<file path="config.mk">
export PLATFORM = sky130hd
export DESIGN_NAME = hold_requester
export DESIGN_NICKNAME = d
export VERILOG_FILES = /design/src/rtl/hreq_pkg.sv /design/src/rtl/hreq_counter.sv /design/src/rtl/hreq_fsm.sv /design/src/rtl/hold_requester.sv
export SDC_FILE = /design/constraint.sdc
export NUM_CORES = 1
export LEC_CHECK = 0
export BUFFER_PORTS_ARGS = -buffer_cell sky130_fd_sc_hd__buf_2
export CORE_AREA = 5 5 42 44
export DETAILED_ROUTE_END_ITERATION = 10
export DIE_AREA = 0 0 47 49
export SYNTH_ARGS = -nofsm -noshare
export SYNTH_HDL_FRONTEND = slang
export SYNTH_SLANG_ARGS = --single-unit
</file>
<file path="constraint.sdc">
create_clock -name clk -period 3.3 [get_ports clk]
set_clock_uncertainty 0.15 [all_clocks]
set_input_delay 0.66 -clock clk [delete_from_list [all_inputs] [get_ports clk]]
set_output_delay 0.66 -clock clk [all_outputs]
set_load 0.01 [all_outputs]
</file>
<file path="src/rtl/hreq_pkg.sv">
package hreq_pkg;

    localparam int unsigned ACK_WINDOW_DEF = 6;
    localparam int unsigned SETTLE_DEF     = 3;

    typedef enum logic [1:0] {
        ST_IDLE = 2'd0,
        ST_WAIT = 2'd1,
        ST_OWN  = 2'd2,
        ST_COOL = 2'd3
    } hreq_state_e;

    typedef struct packed {
        logic hold;
        logic drv_en;
        logic cpu_valid;
    } hreq_drive_t;

    function automatic hreq_drive_t decode_state(hreq_state_e st);
        hreq_drive_t d;
        d.hold      = (st == ST_WAIT) || (st == ST_OWN);
        d.drv_en    = (st == ST_OWN);
        d.cpu_valid = (st == ST_IDLE);
        return d;
    endfunction

endpackage

</file>
<file path="src/rtl/hreq_counter.sv">
module hreq_counter #(
    parameter int unsigned LIMIT = 6
) (
    input  logic clk,
    input  logic rst,
    input  logic clear,
    input  logic tick,
    output logic hit
);
    localparam int unsigned W = $clog2(LIMIT + 2);

    logic [W-1:0] cnt;

    always_ff @(posedge clk) begin
        if (rst || clear) begin
            cnt <= '0;
        end else if (tick && (cnt != W'(LIMIT))) begin
            cnt <= cnt + 1'b1;
        end
    end

    assign hit = (cnt == W'(LIMIT));

endmodule

</file>
<file path="src/rtl/hreq_fsm.sv">
module hreq_fsm
    import hreq_pkg::*;
(
    input  logic        clk,
    input  logic        rst,
    input  logic        alt_req,
    input  logic        hlda,
    input  logic        ack_hit,
    input  logic        settle_hit,
    output hreq_state_e state,
    output logic        err
);
    hreq_state_e state_nx;
    logic        err_set;

    assign err_set = (state == ST_WAIT) && !hlda && ack_hit;

    always_comb begin
        state_nx = state;
        unique case (state)
            ST_IDLE: if (alt_req && !hlda) state_nx = ST_WAIT;
            ST_WAIT: if (hlda)             state_nx = ST_OWN;
            ST_OWN:  if (!alt_req && !err) state_nx = ST_COOL;
            ST_COOL: if (settle_hit)       state_nx = ST_IDLE;
            default:                       state_nx = ST_IDLE;
        endcase
    end

    always_ff @(posedge clk) begin
        if (rst) begin
            state <= ST_IDLE;
            err   <= 1'b0;
        end else begin
            state <= state_nx;
            err   <= err | err_set;
        end
    end

    AST_ERR_STICKY: assert property (@(posedge clk) disable iff (rst)
        err |=> err);

    AST_ERR_KEEPS_BUS: assert property (@(posedge clk) disable iff (rst)
        err |-> (state == ST_WAIT || state == ST_OWN));

    AST_IDLE_RESPECTS_ACK: assert property (@(posedge clk) disable iff (rst)
        (state == ST_IDLE && hlda) |=> (state == ST_IDLE));

endmodule

</file>
<file path="src/rtl/hold_requester.sv">
module hold_requester
    import hreq_pkg::*;
#(
    parameter int unsigned ACK_WINDOW = ACK_WINDOW_DEF,
    parameter int unsigned SETTLE     = SETTLE_DEF
) (
    input  logic clk,
    input  logic rst,
    input  logic alt_req,
    input  logic alt_done,
    input  logic hlda_i,
    output logic hold_o,
    output logic alt_grant_o,
    output logic req_drv_en_o,
    output logic cpu_req_valid_o,
    output logic ack_timeout_o
);
    localparam int unsigned SETTLE_LIMIT = (SETTLE > 1) ? SETTLE - 1 : 0;

    hreq_state_e state;
    hreq_drive_t drv;
    logic        ack_hit;
    logic        settle_hit;
    logic        err;

    hreq_fsm u_fsm (
        .clk        (clk),
        .rst        (rst),
        .alt_req    (alt_req),
        .hlda       (hlda_i),
        .ack_hit    (ack_hit),
        .settle_hit (settle_hit),
        .state      (state),
        .err        (err)
    );

    hreq_counter #(.LIMIT(ACK_WINDOW)) u_ack_cnt (
        .clk   (clk),
        .rst   (rst),
        .clear (state != ST_WAIT),
        .tick  ((state == ST_WAIT) && !hlda_i),
        .hit   (ack_hit)
    );

    hreq_counter #(.LIMIT(SETTLE_LIMIT)) u_settle_cnt (
        .clk   (clk),
        .rst   (rst),
        .clear (state != ST_COOL),
        .tick  (state == ST_COOL),
        .hit   (settle_hit)
    );

    assign drv             = decode_state(state);
    assign hold_o          = drv.hold;
    assign req_drv_en_o    = drv.drv_en;
    assign cpu_req_valid_o = drv.cpu_valid;
    assign ack_timeout_o   = err;
    assign alt_grant_o     = drv.drv_en && hlda_i && alt_req && !alt_done;

    AST_HOLD_UNTIL_ACK: assert property (@(posedge clk) disable iff (rst)
        $fell(hold_o) |-> $past(req_drv_en_o));

    AST_REASSERT_GAP: assert property (@(posedge clk) disable iff (rst)
        $rose(hold_o) |-> !$past(hlda_i));

    AST_DRV_UNDER_HOLD: assert property (@(posedge clk) disable iff (rst)
        req_drv_en_o |-> hold_o);

    AST_GRANT_OWNED: assert property (@(posedge clk) disable iff (rst)
        alt_grant_o |-> (hlda_i && req_drv_en_o && !alt_done));

    AST_SETTLE_BLOCK: assert property (@(posedge clk) disable iff (rst)
        $fell(hold_o) |-> !cpu_req_valid_o);

    AST_TIMEOUT_HOLDS: assert property (@(posedge clk) disable iff (rst)
        ack_timeout_o |-> hold_o);

endmodule

</file>
==> metrics.cfg <==
[clock_network]
clkSinkCount=8
cts_tree=built
cts_root_buf=clkbuf_4
clk_path_buf_depth=2
clk_latency_ns=0.25
post-cts-setup-buffer-count=0
numCtsBuffers=3
cts_max_level=1
cts_resized=0
hold_buffers=0
clk_pin_slew_ns=0.05

[synthesis]
yosys-top-cells-area=dfxtp_1, ha_1, nand2b_1
synth.ff_latch_count=8
synth_common_cells=dfxtp_1, ha_1, nor2_1, inv_1, nand2b_1
ys_warn_count=0
synth_top_cell_by_area=dfxtp_1
ys_types=18
synth_top_area_share_pct=34.9
synth-async-reset-ratio_pct=0
ys.flop_type=dfxtp_1
avgSynthCellArea_um2=9.37
ys_seq_area_share_pct=34.9
postSynthCellCount=49
synthesis.area_um2=459
synth_fp_nets=62
synth_edf_count=0

[critical_path]
crit_chain=inv_1 -> ha_1 -> and4b_1 -> buf_2
path_class=register to output port
cp.required_ns=2.49
arrival_ns=1.21
crit_path_max_incr_delay_ns=0.36
path_buf_inv=2
cpMaxStageDelayCell=dfxtp_1
critPathCaptureType=output port
start_kind=register
crit_path_max_fanout=4
path_delay_family=flip-flops

[global_route]
grt_pass1_wl_mm=1.43
grt_overflow=0
antenna_found_initial=0
grt_pass1_vias=342
track_usage_pct=8.47
grt_start_max_net_pins=7

[drt]
wl_per_cell_um=10.5
drt-total-wl_um=806
vias=349
drt-pass1-iter-count=4
postRouteAntennaNets=0
drt-initial-drc-count=6
drc=0
vias_per_cell=4.53

[timing]
rsz0062_at_grt=no
final_hold_viol_count=0
maxSlewViolCount=0
setup_viol=0
slew_headroom_pct=81.8
tns_ns=0
period_minus_slack_ns=2.02
period_share_pct=61.2
fmax_mhz=495
whs_ns=0.339
worst_pin_slew_ns=0.269

[floorplan]
start_util_pct=32.8
die_h_um=49
ios=10
num_rows=14
core-area_mm2=0.00140
die_area_mm2=0.00230
die_x_um=47

[hold_path]
hold_class=register to register

[finish]
area_delta_synth_final_pct=19.1
n_fill_cell=146
layout-drive-gt1-share_pct=19.7
nets=76
num_antenna_cells=0

[status]
status=finished clean

[placement]
hpwlAfterDp_um=667
io_buffers=9
finalWeightedCongestion=0.653

[pwr]
p_per_area_mw_per_mm2=578
p_leak_nw=0.256
ir_drop_uv=358

[flow_run]
drv_cap=0

==> cells by family after synthesis <==
group / synth area share (%)
adders and majority gates: 21.8
buffers and inverters: 4.09
xor gates and xnor gates: 3.82
AOI/OAI and AO/OA: 12.0
DFF: 34.9
muxes: 2.18
and+or+nand+nor: 21.3
==> per-stage QoR <==
step / power [mW] / util [%] / area [µm²] / instances / setup slack [ns]
finish: 0.316 / 39.0 / 547 / 77 / 1.28
global route: 0.347 / 39.0 / 547 / 77 / 1.20
CTS: 0.324 / 39.0 / 547 / 77 / 1.26
detailed placement: 0.247 / 37.4 / 524 / 74 / 1.39
global placement: 0.247 / 37.4 / 524 / 74 / 1.39
floorplan: 0.210 / - / 459 / 49 / 1.56
==> path summary, 6_finish.rpt <==
check                 startpoint                  end  slack (ns)  depth (start not counted)
min reg2reg  u_settle_cnt.cnt[1]  u_settle_cnt.cnt[1]        0.34                          2
max reg2reg       u_fsm.state[0]       u_fsm.state[0]        1.66                          5
min          u_settle_cnt.cnt[1]  u_settle_cnt.cnt[1]        0.34                          2
max               u_fsm.state[0]          alt_grant_o        1.28                          4
==> routing by layer <==
metal	vias up	track usage [%]	share of wire, %
met4	0	1.38	0
met3	0	5.54	8.8
li1	192	-	-
met1	146	11.9	53
met2	11	10.9	38
met5	-	0	0
==> report_power, final <==
| part | internal [mW] | switching (mW) | total, mW |
|---|---|---|---|
| Sequential | 0.109 | 0.0125 | 0.122 |
| Combinational | 0.0573 | 0.0646 | 0.122 |
| Clock | 0.0415 | 0.0309 | 0.0723 |
| Total | 0.208 | 0.108 | 0.316 |
==> sequential cells by signal, summed over array words and instances (netlist names) <==
register          flops
u_fsm.state           2
u_fsm.err             1
u_settle_cnt.cnt      2
u_ack_cnt.cnt         3
==> cell usage in the layout (no fill, tap or decap) <==
cell	n
a211oi_1	2
nor3_1	1
dfxtp_1	8
clkbuf_4	3
inv_1	5
nor4_1	1
nor4bb_1	1
a2111o_1	1
nand2b_1	5
a31oi_1	1
o21a_1	1
nor2_1	6
mux2i_1	1
a21oi_1	3
ha_1	8
xor2_1	1
buf_2	9
nor2b_1	2
and4b_1	1
xnor2_1	1
==> tightest hold or removal path, cell delays in order (launching register included) <==
cell     delay (ns)
dfxtp_1        0.33
a21oi_1        0.06
nor2_1         0.07
==> cell type report <==
type                            count  area, µm²  share of cell area (%)
Sequential cell                     8        160                    29.3
Clock buffer                        3       22.5                    4.12
Multi-Input combinational cell     36        280                    51.3
Inverter                            5       18.8                    3.43
Timing Repair Buffer                9       45.0                    8.24
Tap cell                           16       20.0                    3.66
(Power assumes the default switching activity.)
